File: src/rtl/mcc_pkg.sv
package mcc_pkg;

    localparam int OPC_W   = 6;
    localparam int SRCB_W  = 2;
    localparam int ALUC_W  = 2;
    localparam int PCSRC_W = 2;

    // ALU B operand select encodings
    localparam logic [SRCB_W-1:0] SRCB_REG  = 2'd0;
    localparam logic [SRCB_W-1:0] SRCB_FOUR = 2'd1;
    localparam logic [SRCB_W-1:0] SRCB_IMM  = 2'd2;
    localparam logic [SRCB_W-1:0] SRCB_OFS  = 2'd3;

    // ALU operation class encodings
    localparam logic [ALUC_W-1:0] ALU_ADD   = 2'd0;
    localparam logic [ALUC_W-1:0] ALU_SUB   = 2'd1;
    localparam logic [ALUC_W-1:0] ALU_FUNCT = 2'd2;

    // PC source encodings
    localparam logic [PCSRC_W-1:0] PCSRC_ALU = 2'd0;
    localparam logic [PCSRC_W-1:0] PCSRC_OUT = 2'd1;
    localparam logic [PCSRC_W-1:0] PCSRC_JMP = 2'd2;

    typedef enum logic [3:0] {
        ST_FETCH,
        ST_DECODE,
        ST_ADDR,
        ST_LD_MEM,
        ST_LD_WB,
        ST_ST_MEM,
        ST_R_EXEC,
        ST_R_WB,
        ST_BEQ,
        ST_JMP
    } seq_state_e;

    typedef enum logic [2:0] {
        IC_RTYPE,
        IC_LOAD,
        IC_STORE,
        IC_BEQ,
        IC_JUMP,
        IC_OTHER
    } iclass_e;

    typedef struct packed {
        logic                 mem_rd;
        logic                 mem_wr;
        logic                 ir_wr;
        logic                 pc_wr;
        logic                 pc_wr_cond;
        logic                 addr_sel;
        logic                 srca_sel;
        logic [SRCB_W-1:0]    srcb_sel;
        logic [ALUC_W-1:0]    alu_class;
        logic [PCSRC_W-1:0]   pc_src;
        logic                 reg_dst;
        logic                 wdata_sel;
        logic                 reg_wr;
    } ctrl_t;

    typedef struct packed {
        seq_state_e state;
    } seq_regs_t;

endpackage

File: src/rtl/mcc_opclass.sv
module mcc_opclass
    import mcc_pkg::*;
#(
    parameter int              OW        = OPC_W,
    parameter logic [OW-1:0]   OP_RTYPE  = 6'b000000,
    parameter logic [OW-1:0]   OP_LOAD   = 6'b100011,
    parameter logic [OW-1:0]   OP_STORE  = 6'b101011,
    parameter logic [OW-1:0]   OP_BEQ    = 6'b000100,
    parameter logic [OW-1:0]   OP_JUMP   = 6'b000010
) (
    input  logic [OW-1:0] opcode_i,
    output iclass_e       iclass_o
);
    localparam int NCLS = 5;

    logic [OW-1:0]   op_tab [NCLS];
    iclass_e         cls_tab [NCLS];
    logic [NCLS-1:0] hit;

    assign op_tab[0] = OP_RTYPE;  assign cls_tab[0] = IC_RTYPE;
    assign op_tab[1] = OP_LOAD;   assign cls_tab[1] = IC_LOAD;
    assign op_tab[2] = OP_STORE;  assign cls_tab[2] = IC_STORE;
    assign op_tab[3] = OP_BEQ;    assign cls_tab[3] = IC_BEQ;
    assign op_tab[4] = OP_JUMP;   assign cls_tab[4] = IC_JUMP;

    for (genvar g = 0; g < NCLS; g++) begin : g_match
        assign hit[g] = (opcode_i == op_tab[g]);
    end

    always_comb begin
        iclass_o = IC_OTHER;
        for (int i = NCLS - 1; i >= 0; i--) begin
            if (hit[i]) iclass_o = cls_tab[i];
        end
    end

endmodule

File: src/rtl/mcc_next_state.sv
module mcc_next_state
    import mcc_pkg::*;
(
    input  seq_state_e state_i,
    input  iclass_e    iclass_i,
    output seq_state_e next_o
);
    always_comb begin
        next_o = ST_FETCH;
        unique case (state_i)
            ST_FETCH:  next_o = ST_DECODE;
            ST_DECODE: begin
                unique case (iclass_i)
                    IC_LOAD,
                    IC_STORE: next_o = ST_ADDR;
                    IC_RTYPE: next_o = ST_R_EXEC;
                    IC_BEQ:   next_o = ST_BEQ;
                    IC_JUMP:  next_o = ST_JMP;
                    default:  next_o = ST_FETCH;
                endcase
            end
            // the address state keeps the opcode-derived choice in the state:
            // re-decode is avoided by splitting on a latched class bit below
            ST_ADDR:   next_o = ST_FETCH;
            ST_LD_MEM: next_o = ST_LD_WB;
            ST_R_EXEC: next_o = ST_R_WB;
            default:   next_o = ST_FETCH;
        endcase
    end

endmodule

File: src/rtl/mcc_out_decode.sv
module mcc_out_decode
    import mcc_pkg::*;
(
    input  seq_state_e state_i,
    output ctrl_t      ctrl_o
);
    always_comb begin
        ctrl_o = '0;
        unique case (state_i)
            ST_FETCH: begin
                ctrl_o.mem_rd    = 1'b1;
                ctrl_o.ir_wr     = 1'b1;
                ctrl_o.pc_wr     = 1'b1;
                ctrl_o.srcb_sel  = SRCB_FOUR;
                ctrl_o.alu_class = ALU_ADD;
                ctrl_o.pc_src    = PCSRC_ALU;
            end
            ST_DECODE: begin
                ctrl_o.srcb_sel  = SRCB_OFS;
                ctrl_o.alu_class = ALU_ADD;
            end
            ST_ADDR: begin
                ctrl_o.srca_sel  = 1'b1;
                ctrl_o.srcb_sel  = SRCB_IMM;
                ctrl_o.alu_class = ALU_ADD;
            end
            ST_LD_MEM: begin
                ctrl_o.mem_rd    = 1'b1;
                ctrl_o.addr_sel  = 1'b1;
            end
            ST_LD_WB: begin
                ctrl_o.reg_wr    = 1'b1;
                ctrl_o.wdata_sel = 1'b1;
            end
            ST_ST_MEM: begin
                ctrl_o.mem_wr    = 1'b1;
                ctrl_o.addr_sel  = 1'b1;
            end
            ST_R_EXEC: begin
                ctrl_o.srca_sel  = 1'b1;
                ctrl_o.srcb_sel  = SRCB_REG;
                ctrl_o.alu_class = ALU_FUNCT;
            end
            ST_R_WB: begin
                ctrl_o.reg_wr    = 1'b1;
                ctrl_o.reg_dst   = 1'b1;
            end
            ST_BEQ: begin
                ctrl_o.srca_sel   = 1'b1;
                ctrl_o.srcb_sel   = SRCB_REG;
                ctrl_o.alu_class  = ALU_SUB;
                ctrl_o.pc_wr_cond = 1'b1;
                ctrl_o.pc_src     = PCSRC_OUT;
            end
            ST_JMP: begin
                ctrl_o.pc_wr     = 1'b1;
                ctrl_o.pc_src    = PCSRC_JMP;
            end
            default: ctrl_o = '0;
        endcase
    end

endmodule

File: src/rtl/mcc_sequencer.sv
module mcc_sequencer
    import mcc_pkg::*;
#(
    parameter int               OW       = OPC_W,
    parameter logic [OW-1:0]    OP_RTYPE = 6'b000000,
    parameter logic [OW-1:0]    OP_LOAD  = 6'b100011,
    parameter logic [OW-1:0]    OP_STORE = 6'b101011,
    parameter logic [OW-1:0]    OP_BEQ   = 6'b000100,
    parameter logic [OW-1:0]    OP_JUMP  = 6'b000010
) (
    input  logic                clk_i,
    input  logic                rst_i,
    input  logic [OW-1:0]       opcode_i,
    output logic                mem_rd_o,
    output logic                mem_wr_o,
    output logic                ir_wr_o,
    output logic                pc_wr_o,
    output logic                pc_wr_cond_o,
    output logic                addr_sel_o,
    output logic                srca_sel_o,
    output logic [SRCB_W-1:0]   srcb_sel_o,
    output logic [ALUC_W-1:0]   alu_class_o,
    output logic [PCSRC_W-1:0]  pc_src_o,
    output logic                reg_dst_o,
    output logic                wdata_sel_o,
    output logic                reg_wr_o
);
    seq_regs_t  seq_d, seq_q;
    seq_state_e nxt_common;
    iclass_e    iclass;
    ctrl_t      ctrl_dec, ctrl_out;
    logic       is_store_d, is_store_q;

    mcc_opclass #(
        .OW       (OW),
        .OP_RTYPE (OP_RTYPE),
        .OP_LOAD  (OP_LOAD),
        .OP_STORE (OP_STORE),
        .OP_BEQ   (OP_BEQ),
        .OP_JUMP  (OP_JUMP)
    ) u_opclass (
        .opcode_i (opcode_i),
        .iclass_o (iclass)
    );

    mcc_next_state u_next (
        .state_i  (seq_q.state),
        .iclass_i (iclass),
        .next_o   (nxt_common)
    );

    mcc_out_decode u_outdec (
        .state_i (seq_q.state),
        .ctrl_o  (ctrl_dec)
    );

    // next-value process: the shared address state splits on the class
    // captured in decode, so the opcode is never looked at afterwards
    always_comb begin
        seq_d      = seq_q;
        is_store_d = is_store_q;
        if (seq_q.state == ST_DECODE) begin
            is_store_d = (iclass == IC_STORE);
        end
        if (seq_q.state == ST_ADDR) begin
            seq_d.state = is_store_q ? ST_ST_MEM : ST_LD_MEM;
        end else begin
            seq_d.state = nxt_common;
        end
        if (rst_i) begin
            seq_d.state = ST_FETCH;
            is_store_d  = 1'b0;
        end
    end

    always_ff @(posedge clk_i) begin
        seq_q      <= seq_d;
        is_store_q <= is_store_d;
    end

    // all enables are held low while reset is asserted
    assign ctrl_out = rst_i ? '0 : ctrl_dec;

    assign mem_rd_o     = ctrl_out.mem_rd;
    assign mem_wr_o     = ctrl_out.mem_wr;
    assign ir_wr_o      = ctrl_out.ir_wr;
    assign pc_wr_o      = ctrl_out.pc_wr;
    assign pc_wr_cond_o = ctrl_out.pc_wr_cond;
    assign addr_sel_o   = ctrl_out.addr_sel;
    assign srca_sel_o   = ctrl_out.srca_sel;
    assign srcb_sel_o   = ctrl_out.srcb_sel;
    assign alu_class_o  = ctrl_out.alu_class;
    assign pc_src_o     = ctrl_out.pc_src;
    assign reg_dst_o    = ctrl_out.reg_dst;
    assign wdata_sel_o  = ctrl_out.wdata_sel;
    assign reg_wr_o     = ctrl_out.reg_wr;

endmodule

File: config.mk
export PLATFORM = sky130hd
export DESIGN_NAME = mcc_sequencer
export DESIGN_NICKNAME = d
export VERILOG_FILES = /design/src/rtl/mcc_pkg.sv /design/src/rtl/mcc_opclass.sv /design/src/rtl/mcc_next_state.sv /design/src/rtl/mcc_out_decode.sv /design/src/rtl/mcc_sequencer.sv
export SDC_FILE = /design/constraint.sdc
export NUM_CORES = 1
export LEC_CHECK = 0
export BUFFER_PORTS_ARGS = -buffer_cell sky130_fd_sc_hd__buf_2
export CAP_MARGIN = 20
export CORE_UTILIZATION = 40
export DETAILED_ROUTE_END_ITERATION = 8
export PLACE_DENSITY = 0.77
export SLEW_MARGIN = 25
export SYNTH_ARGS = -nofsm -noshare
export SYNTH_HDL_FRONTEND = slang
export SYNTH_HIERARCHICAL = 1
export SYNTH_SLANG_ARGS = --single-unit
File: constraint.sdc
create_clock -name clk_i -period 3.8 [get_ports clk_i]
set_clock_uncertainty 0.15 [all_clocks]
set_input_delay 0.38 -clock clk_i [delete_from_list [all_inputs] [get_ports clk_i]]
set_output_delay 0.38 -clock clk_i [all_outputs]
set_load 0.005 [all_outputs]
==> results of run 1 <==
## cells by family after synthesis
| family | count (synthesis) | share of synthesized area (%) |
|---|---|---|
| xor gates and xnor gates | 3 | 3.68 |
| buffers and inverters | 9 | 8.95 |
| AOI/OAI and AO/OA | 10 | 13.2 |
| and+or+nand+nor | 55 | 55.8 |
| DFF | 5 | 14.0 |
| muxes | 3 | 4.39 |
## report_power, final
group	switching [mW]	total (mW)	leakage, nW	internal, mW
logic	0.0163	0.0354	0.305	0.0191
clock network	0.0216	0.0612	0.0150	0.0397
registers	0.00665	0.0607	0.0406	0.0540
## registers in the layout (all words and copies together) (netlist names)
signal,flops
seq_q,4
is_store_q,1
## stage by stage
step,utilization [%],setup slack (ns),area (µm²)
4_1_cts,51.9,1.49,818
3_3_place_gp,50.2,1.43,792
5_1_grt,51.9,1.33,818
6_report,51.9,1.50,818
3_5_place_dp,50.2,1.38,792
2_1_floorplan,-,1.60,713
## routing by layer
layer,up-vias,track usage [%]
met3,3,5.31
met4,0,6.06
met5,-,0
li1,359,-
met2,19,27.6
met1,304,19.8
## final timing paths
path | endpoint | cells past startpoint
setup / recovery | srca_sel_o | 4
hold reg to reg | seq_q[2]$_SDFF_PP0_ | 2
setup reg to reg | seq_q[1]$_SDFF_PP0_ | 2
hold / removal | seq_q[2]$_SDFF_PP0_ | 2
## Yosys cell counts
cell / instances
a21o_2: 1
or4_4: 1
o31ai_1: 1
mux2_2: 1
nor4b_1: 3
a2111oi_2: 1
or3_2: 1
xnor2_1: 1
xor2_1: 2
o311ai_1: 1
dfxtp_1: 5
o211ai_1: 1
nand2_1: 1
nand3b_1: 1
or4_1: 1
or4b_4: 1
nor2b_1: 17
or2b_1: 2
o32ai_2: 1
nor2_1: 3
or4bb_1: 1
mux2i_1: 2
nand4_1: 1
nand4b_1: 1
inv_1: 2
or3_1: 2
and4b_2: 1
a211o_1: 2
nand4bb_1: 1
nor3b_1: 4
nor4_1: 1
or4b_1: 1
nor3b_2: 1
buf_6: 3
a21oi_1: 1
nor4b_2: 1
buf_4: 2
or3b_1: 1
clkbuf_1: 2
nor3_1: 5
nand2b_1: 3
a21o_1: 1
## worst max-delay path, delay by kind of cell (launching register included)
kind            cells  cell delay (ns)
flops               1             0.75
compound gates      1             0.13
simple gates        2             0.51
buf+inv             1             0.13
## layout make-up
cell class | count | area, µm² | area share (%)
inverters | 2 | 7.51 | 0.917
clock buffers | 4 | 26.3 | 3.21
multi-input cells | 71 | 549 | 67.1
well taps | 16 | 20.0 | 2.45
repair buffers | 23 | 115 | 14.1
flip-flops and latches | 5 | 100 | 12.2
==> impl_metrics.toml, run 1 <==
[timing]
rsz0062_at_grt = "false"
setup-violations-final = 0
worst_slew_pin_slew_ns = 0.728
hold_ws_ns = 0.351
fin_crit_sh_pct = 60.4
fin_setup_tns_ns = 0
max_freq_ghz = 0.435
slew_headroom_pct = 51.4
finalHoldViolCount = 0
post-route-min-period_ns = 2.30
slew_violations = 0

[routing]
dr_wl_met3_um = 68
routedWlPerCell_um = 12.0
ant_nets = 0
drtPass1Iterations = 8
highest_layer = "met4"
wl_met1_um = 695
drc_errors = 2
avgViaCountPerCell = 5.66
totalWireLength_um = 1450
vias = 685
route.met2.wl_um = 679
drt-initial-drc-count = 11

[place]
dp_hpwl_um = 1010
io_buffers = 23
place.gp.congestion = 0.809
placed_cells = 117

[floorplan]
core_area_um2 = 1580
rows = 14
pin_count = 24
design.die.area_um2 = 1960
start_util_pct = 45.2
die_y_um = 44.2
die_w_um = 44.2

[critical_path]
cp.arrival_ns = 1.77
cp_slowest_stage_delay_ns = 0.75
path_cells = "nor4b_2 -> a21o_1 -> nor2b_1 -> buf_2"
reg2reg_slack_ns = 1.92
r2r-start = "seq_q[1]$_SDFF_PP0_"
critPathKind = "register to output port"
crit_start = "seq_q[3]$_SDFF_PP0_"
crit_fanout = 22
slowest_stage = "dfxtp_1"
worstSetupEndpointType = "output port"
worst_setup_path_start_kind = "register"
crit_required_ns = 3.27

[run_status]
violations = "design-rule violations"
status = "finished with violations"

[grt]
grt_first_pass_wirelength_um = 2440
grt_overflow_total = 0
grt_max_degree = 24
grt_use_total_pct = 16.6
antenna_found_initial = 0
grt_pass1_vias = 541

[cts]
clockRootBuffer = "clkbuf_4"
cts_hold_buf = 0
cts_resized = 0
cts_tree = "yes"
cts_buffer_depth = 2
clkLatencyLatePin_ns = 0.24
ctsHtreeMaxLevel = 1
clkTransAtPathRegs_ns = 0.04
post-cts-setup-buffers = 0
cts_made_buffers = 3
cts.sinks = 5

[logic_synthesis]
synth.largest_area_cell = "nor2b_1"
yosysTopAreaCellShare_pct = 14.9
syn-num-nets = 93
syn_inst = 85
yosysSeqAreaShare_pct = 14.0
yosysWarnings = 6
netlist_area_um2 = 713
syn_area_per_cell_um2 = 8.39
yosys-top-cells-area = "nor2b_1 15%, dfxtp_1 14%, buf_6 4.7%"
ys_types = 42
ys_ff_latch = 5

[min_path]
min_from = "is_store_q$_SDFFE_PP0N_"
holdCritPathClass = "register to register"

[layout]
antennaDiodeCount = 0
final_common_cell = "buf_2"
flow.area_growth_from_synthesis_pct = 14.7
drive_gt1_share_pct = 34.3
final_nets = 114
fin_cells = 121
fillers = 154
mostFrequentLayoutCells = "23 x buf_2, 17 x nor2b_1, 5 x dfxtp_1, 5 x nor3_1, 4 x nor3b_1"

[power]
p_leak_nw = 0.361
irDropWorstVdd_mv = 0.206
fin_total_pwr_mw = 0.157
power.density_nw_per_um2 = 192

[flow_run]
cap_viol_max_count = 0
Note: power is estimated with default switching activity, not from simulation.
==> run 2: changes to the inputs <==
--- a/config.mk
+++ b/config.mk
@@ -9,7 +9,7 @@
 export CAP_MARGIN = 20
 export CORE_UTILIZATION = 40
 export DETAILED_ROUTE_END_ITERATION = 8
-export PLACE_DENSITY = 0.77
+export PLACE_DENSITY = 0.79
 export SLEW_MARGIN = 25
 export SYNTH_ARGS = -nofsm -noshare
 export SYNTH_HDL_FRONTEND = slang
==> constraint.sdc (replaced) <==
create_clock -name clk_i -period 2.06 [get_ports clk_i]
set_clock_uncertainty 0.15 [all_clocks]
set_input_delay 0.206 -clock clk_i [delete_from_list [all_inputs] [get_ports clk_i]]
set_output_delay 0.206 -clock clk_i [all_outputs]
set_load 0.005 [all_outputs]
==> run 2 against run 1 <==
  * The flow still finishes with violations (design-rule violations)
  * Via count grew 7.0%
  * Clock power grew 88%
  * Global-route usage up 1.9 points
  * Total power increased by 93%
  * Non-clock buffer count increased by 9
  * Routed wire length rose by 13%
  * Setup slack got worse by 1.4 ns
  * Count of clock-buffer cells in the layout did not move
  * Critical path depth up 3
  * Sequential share of layout area shrank 0.66 points
  * Flip-flop and latch count did not move
  * Largest power group unchanged
==> impl_metrics.toml, run 2 (synthesized netlist as in run 1, its figures left out) <==
[critical_path]
crit_required_ns = 2.08
worst_r2r_path_depth = 3
worstSetupEndpointType = "register"
reg2reg_slack_ns = 0.44
worst_setup_path_start_kind = "input pin"
r2r-end = "seq_q[1]$_SDFF_PP0_"
critPathKind = "input pin to register"
cp.arrival_ns = 1.94
r2r-start = "seq_q[2]$_SDFF_PP0_"
crit_fanout = 2

[floorplan]
rows = 14
core_area_um2 = 1580
die_y_um = 44.2
pin_count = 24
die_w_um = 44.2
design.die.area_um2 = 1960
start_util_pct = 45.2

[cts]
ctsHtreeMaxLevel = 1
cts_hold_buf = 0
cts_made_buffers = 3
cts.sinks = 5
cts_buffer_depth = 2
cts_tree = "yes"
clockRootBuffer = "clkbuf_4"
clkTransAtPathRegs_ns = 0.05
clkLatencyLatePin_ns = 0.24
post-cts-setup-buffers = 0

[layout]
flow.area_growth_from_synthesis_pct = 27.4
final_common_cell = "buf_2"
final_nets = 123
drive_gt1_share_pct = 43.9
reg.largest.list = "seq_q x4, is_store_q x1"
largest_reg_flops = 4
antennaDiodeCount = 0
largest-register = "seq_q"
mostFrequentLayoutCells = "23 x buf_2, 17 x nor2b_1, 9 x buf_4"

[routing]
avgViaCountPerCell = 5.64
drt-initial-drc-count = 12
ant_nets = 0
routedWlPerCell_um = 12.6
vias = 733
drc_errors = 3
totalWireLength_um = 1640
drtPass1Iterations = 6

[grt]
antenna_found_initial = 0
grt_pass1_vias = 662
grt_use_total_pct = 18.4
grt_first_pass_wirelength_um = 2770
grt_max_degree = 24
grt_overflow_total = 0

[min_path]
min_from = "rst_i"
holdCritPathClass = "input pin to register"
holdPathStages = 2
hold_end = "seq_q[0]$_SDFF_PP0_"

[power]
p_leak_nw = 0.411
seqPwrFrac_pct = 36.7
power.share.clock_pct = 37.9
power.density_nw_per_um2 = 334
p_sw_share_pct = 29.0
fin_total_pwr_mw = 0.303
power.internal_mw = 0.215
p_sw_mw = 0.0878
combPwrFrac_pct = 25.4
irDropWorstVdd_mv = 0.408

[place]
dp_hpwl_um = 1240
place.gp.congestion = 0.812
dpl_worst_slack_ns = -0.161
io_buffers = 23

[run_status]
status = "finished with violations"
violations = "design-rule violations"

[flow_run]
cap_viol_max_count = 0

[timing]
setup-violations-final = 0
post-route-min-period_ns = 1.92
fin_crit_sh_pct = 93.4
finalHoldViolCount = 0
slew_violations = 0
max_freq_ghz = 0.520
worst_slew_pin_slew_ns = 0.446
rsz0062_at_grt = "false"
fin_ws_ns = 0.135
slew_headroom_pct = 69.9
==> run 2: cell count changes in the layout (fill, tap and decap cells not counted) <==
cell	change
a21o_2	-1
a21o_4	+1
buf_4	+9
dfxtp_1	-4
dfxtp_2	+4
o311ai_1	-1
o311ai_2	+1
or3_2	-1
or3_4	+1
==> run 2: worst max-delay path: stages <==
cell      delay (ns)
buf_2           0.11
or4_4           0.54
a21o_4          0.23
or3_4           0.38
o311ai_2        0.25
nand2b_1        0.09
mux2i_1         0.14
==> run 2: layout make-up <==
type | instances | area (µm²)
clock buffer | 4 | 26.3
fill | 154 | 668
inverter | 2 | 7.51
multi-input combinational | 71 | 567
sequential | 5 | 105
tap | 16 | 20.0
timing repair buffer | 32 | 183
==> run 2: worst max-delay path by stage <==
stage | start | to | cells past startpoint
global route | seq_q[0]$_SDFF_PP0_ | srcb_sel_o[1] | 4
global placement | opcode_i[3] | seq_q[2]$_SDFF_PP0_ | 7
finish | opcode_i[1] | seq_q[2]$_SDFF_PP0_ | 7
CTS | seq_q[3]$_SDFF_PP0_ | alu_class_o[1] | 5
floorplan | opcode_i[3] | seq_q[2]$_SDFF_PP0_ | 6
detailed placement | opcode_i[3] | seq_q[2]$_SDFF_PP0_ | 7
==> run 2: power by group through the flow <==
stage	Sequential [mW]	Clock, mW	Combinational [mW]
finish	0.111	0.115	0.0770
global route	0.113	0.123	0.0846
CTS	0.111	0.117	0.0756
detailed placement	0.112	0	0.0754
global placement	0.111	0	0.0719
floorplan	0.107	0	0.0523
==> run 2: repair_timing <==
| action | CTS | global route |
|---|---|---|
| endpoints found under the setup margin | 1 | 6 |
| pin swaps | 0 | 3 |
| gates resized for setup | 1 | 6 |
==> run 2: layer usage <==
metal,GRT usage [%],vias to the layer above,share of wire (%)
li1,-,370,-
met1,22.1,345,44
met4,4.85,0,0.92
met3,5.31,2,3.5
met2,32.1,16,52
met5,0,-,0
==> run 2: metrics by stage <==
step / instances / cell area (µm²) / hold WS, ns / TNS, ns / util (%)
after global routing: 130 / 908 / 0.242 / 0 / 57.6
after global placement: 126 / 860 / 0.346 / -0.230 / 54.5
after detailed placement: 126 / 860 / 0.363 / -0.397 / 54.5
after floorplan: 85 / 713 / 0.243 / 0 / -
final: 130 / 908 / 0.223 / 0 / 57.6
after CTS: 130 / 887 / 0.223 / 0 / 56.3
==> run 3: changes to the inputs <==
==> constraint.sdc (replaced) <==
create_clock -name clk_i -period 1.6 [get_ports clk_i]
set_clock_uncertainty 0.15 [all_clocks]
set_input_delay 0.16 -clock clk_i [delete_from_list [all_inputs] [get_ports clk_i]]
set_output_delay 0.16 -clock clk_i [all_outputs]
set_load 0.005 [all_outputs]
==> run 3 against run 2 <==
  * The flow finishes with violations (negative setup slack)
  * Largest cell class unchanged
  * Clock power is 36% higher
  * Sequential share of layout area shrank 3.1 points
  * Critical path depth rose by 1
  * Combinational power is 140% higher
  * Worst hold slack got worse by 0.21 ns
  * Critical endpoint is now seq_q[0]$_SDFF_PP0_
  * Die area is the same
  * Non-clock buffer count is 21 higher
  * First-iteration DRC count up 100%
  * Total power rose by 57%
  * Final area up 50%
==> impl_metrics.toml, run 3 (synthesized netlist as in run 1, its figures left out) <==
[run_status]
status = "finished with violations"
violations = "negative setup slack"

[timing]
finalHoldViolCount = 0
slew_violations = 0
fin_crit_sh_pct = 126
post-route-min-period_ns = 2.02
max_freq_ghz = 0.495
worst_slew_pin_slew_ns = 0.340
setup-violations-final = 18
fin_ws_ns = -0.422
slew_headroom_pct = 77.0
rsz0062_at_grt = "true"

[cts]
clockRootBuffer = "clkbuf_4"
cts_tree = "yes"
ctsHtreeMaxLevel = 1
cts.sinks = 5
clkLatencyLatePin_ns = 0.25
clkTransAtPathRegs_ns = 0.05
cts_buffer_depth = 2
cts_made_buffers = 3

[routing]
vias = 886
drc_errors = 0
totalWireLength_um = 2830
routedWlPerCell_um = 18.8
drt-initial-drc-count = 24
drtPass1Iterations = 6
ant_nets = 0
avgViaCountPerCell = 5.87

[layout]
reg.largest.list = "seq_q x4, is_store_q x1"
final_nets = 144
final_common_cell = "buf_2"
antennaDiodeCount = 0
drive_gt1_share_pct = 68.1
final_cell_area_um2 = 1360
largest_reg_flops = 4
largest-register = "seq_q"
fillers = 82
mostFrequentLayoutCells = "21 x buf_2, 16 x buf_4, 13 x nor2b_1"
flow.area_growth_from_synthesis_pct = 91.1

[floorplan]
design.die.area_um2 = 1960
start_util_pct = 45.2
rows = 14
die_w_um = 44.2
core_area_um2 = 1580
die_y_um = 44.2
pin_count = 24

[power]
irDropWorstVdd_mv = 0.284
fin_total_pwr_mw = 0.476
power.density_nw_per_um2 = 349
p_leak_nw = 0.597

[min_path]
holdCritPathClass = "input pin to register"
holdPathStages = 2

[place]
placed_area_um2 = 897
place.gp.congestion = 0.789
io_buffers = 23
dp_hpwl_um = 1220

[grt]
grt_pass1_vias = 717
grt_max_degree = 18
grt_first_pass_wirelength_um = 3180
grt_use_total_pct = 21.5
antenna_found_initial = 0
grt_overflow_total = 0

[critical_path]
worst_setup_path_start_kind = "input pin"
worst_r2r_path_depth = 6
slowest_stage = "or3b_4"
crit_required_ns = 1.63
critPathKind = "input pin to register"
crit_fanout = 4
cp_slowest_stage_delay_ns = 0.44
path_cells = "buf_8 -> or3_4 -> a211o_1 -> or3b_4 -> buf_6 -> o211ai_1 -> inv_1 -> a21oi_2"
worstSetupEndpointType = "register"
cp.arrival_ns = 2.05

[flow_run]
cap_viol_max_count = 0
-- run 3: cell count changes in the layout (fill, tap and decap cells not counted), moves of 4 or more --
cell | before | now
nor3b_1 | 4 | 0
buf_6 | 0 | 4
nor2b_1 | 17 | 13
dfxtp_4 | 0 | 4
nor3_1 | 5 | 1
nor3b_2 | 1 | 5
dfxtp_2 | 4 | 0
buf_8 | 0 | 5
buf_4 | 9 | 16
nor3_2 | 0 | 4
-- run 3: worst max-delay path: cells and delay by family --
kind	cells	cell delay, ns
simple gates	2	0.82
buf+inv	3	0.32
compound gates	3	0.73
-- run 3: worst paths after layout --
kind / startpoint / to / slack (ns)
min: rst_i / seq_q[0]$_SDFF_PP0_ / 0.01
max: opcode_i[5] / seq_q[0]$_SDFF_PP0_ / -0.42
min reg2reg: is_store_q$_SDFFE_PP0N_ / seq_q[2]$_SDFF_PP0_ / 0.35
max reg2reg: seq_q[1]$_SDFF_PP0_ / seq_q[0]$_SDFF_PP0_ / -0.18
-- run 3: through the flow --
stage | utilization [%] | instances | setup slack (ns) | hold slack (ns) | setup TNS (ns)
2_1_floorplan | - | 85 | -0.292 | 0.197 | -1.10
3_3_place_gp | 56.9 | 129 | -0.466 | 0.257 | -2.10
3_5_place_dp | 56.9 | 129 | -0.520 | 0.273 | -2.32
4_1_cts | 66.3 | 136 | -0.240 | 0.00815 | -1.74
5_1_grt | 86.4 | 151 | -0.422 | 0.0168 | -3.12
6_report | 86.4 | 151 | -0.422 | 0.0149 | -2.02
-- run 3: layout make-up --
class	count	area [µm²]	area share, %
inverters	2	7.51	0.551
flip-flops and latches	5	115	8.45
clock buffers	4	26.3	1.93
repair buffers	53	455	33.4
multi-input cells	71	738	54.2
well taps	16	20.0	1.47
-- run 3: routing by layer --
metal / up-vias / part of all wire [%] / GRT usage, % / routed length (µm)
li1: 417 / - / - / -
met1: 445 / 43 / 25.2 / 1210
met2: 20 / 55 / 40.6 / 1550
met3: 4 / 1.8 / 1.22 / 51
met4: 0 / 0.81 / 7.27 / 23
met5: - / 0 / 0 / 0
-- run 3: timing repair --
action / CTS / global route
gates resized for setup: 20 / 34
gates cloned: 0 / 3
hold endpoints to repair: 0 / 0
setup buffers: 3 / 12
endpoints found under the setup margin: 20 / 20
hold buffers: 0 / 0
pin swaps: 5 / 13
-- run 3: power breakdown --
part	switching [mW]	internal, mW	leakage, nW	total [mW]
registers	0.0112	0.124	0.0435	0.135
logic	0.0845	0.101	0.538	0.185
clock network	0.0610	0.0949	0.0150	0.156
total	0.157	0.319	0.597	0.476
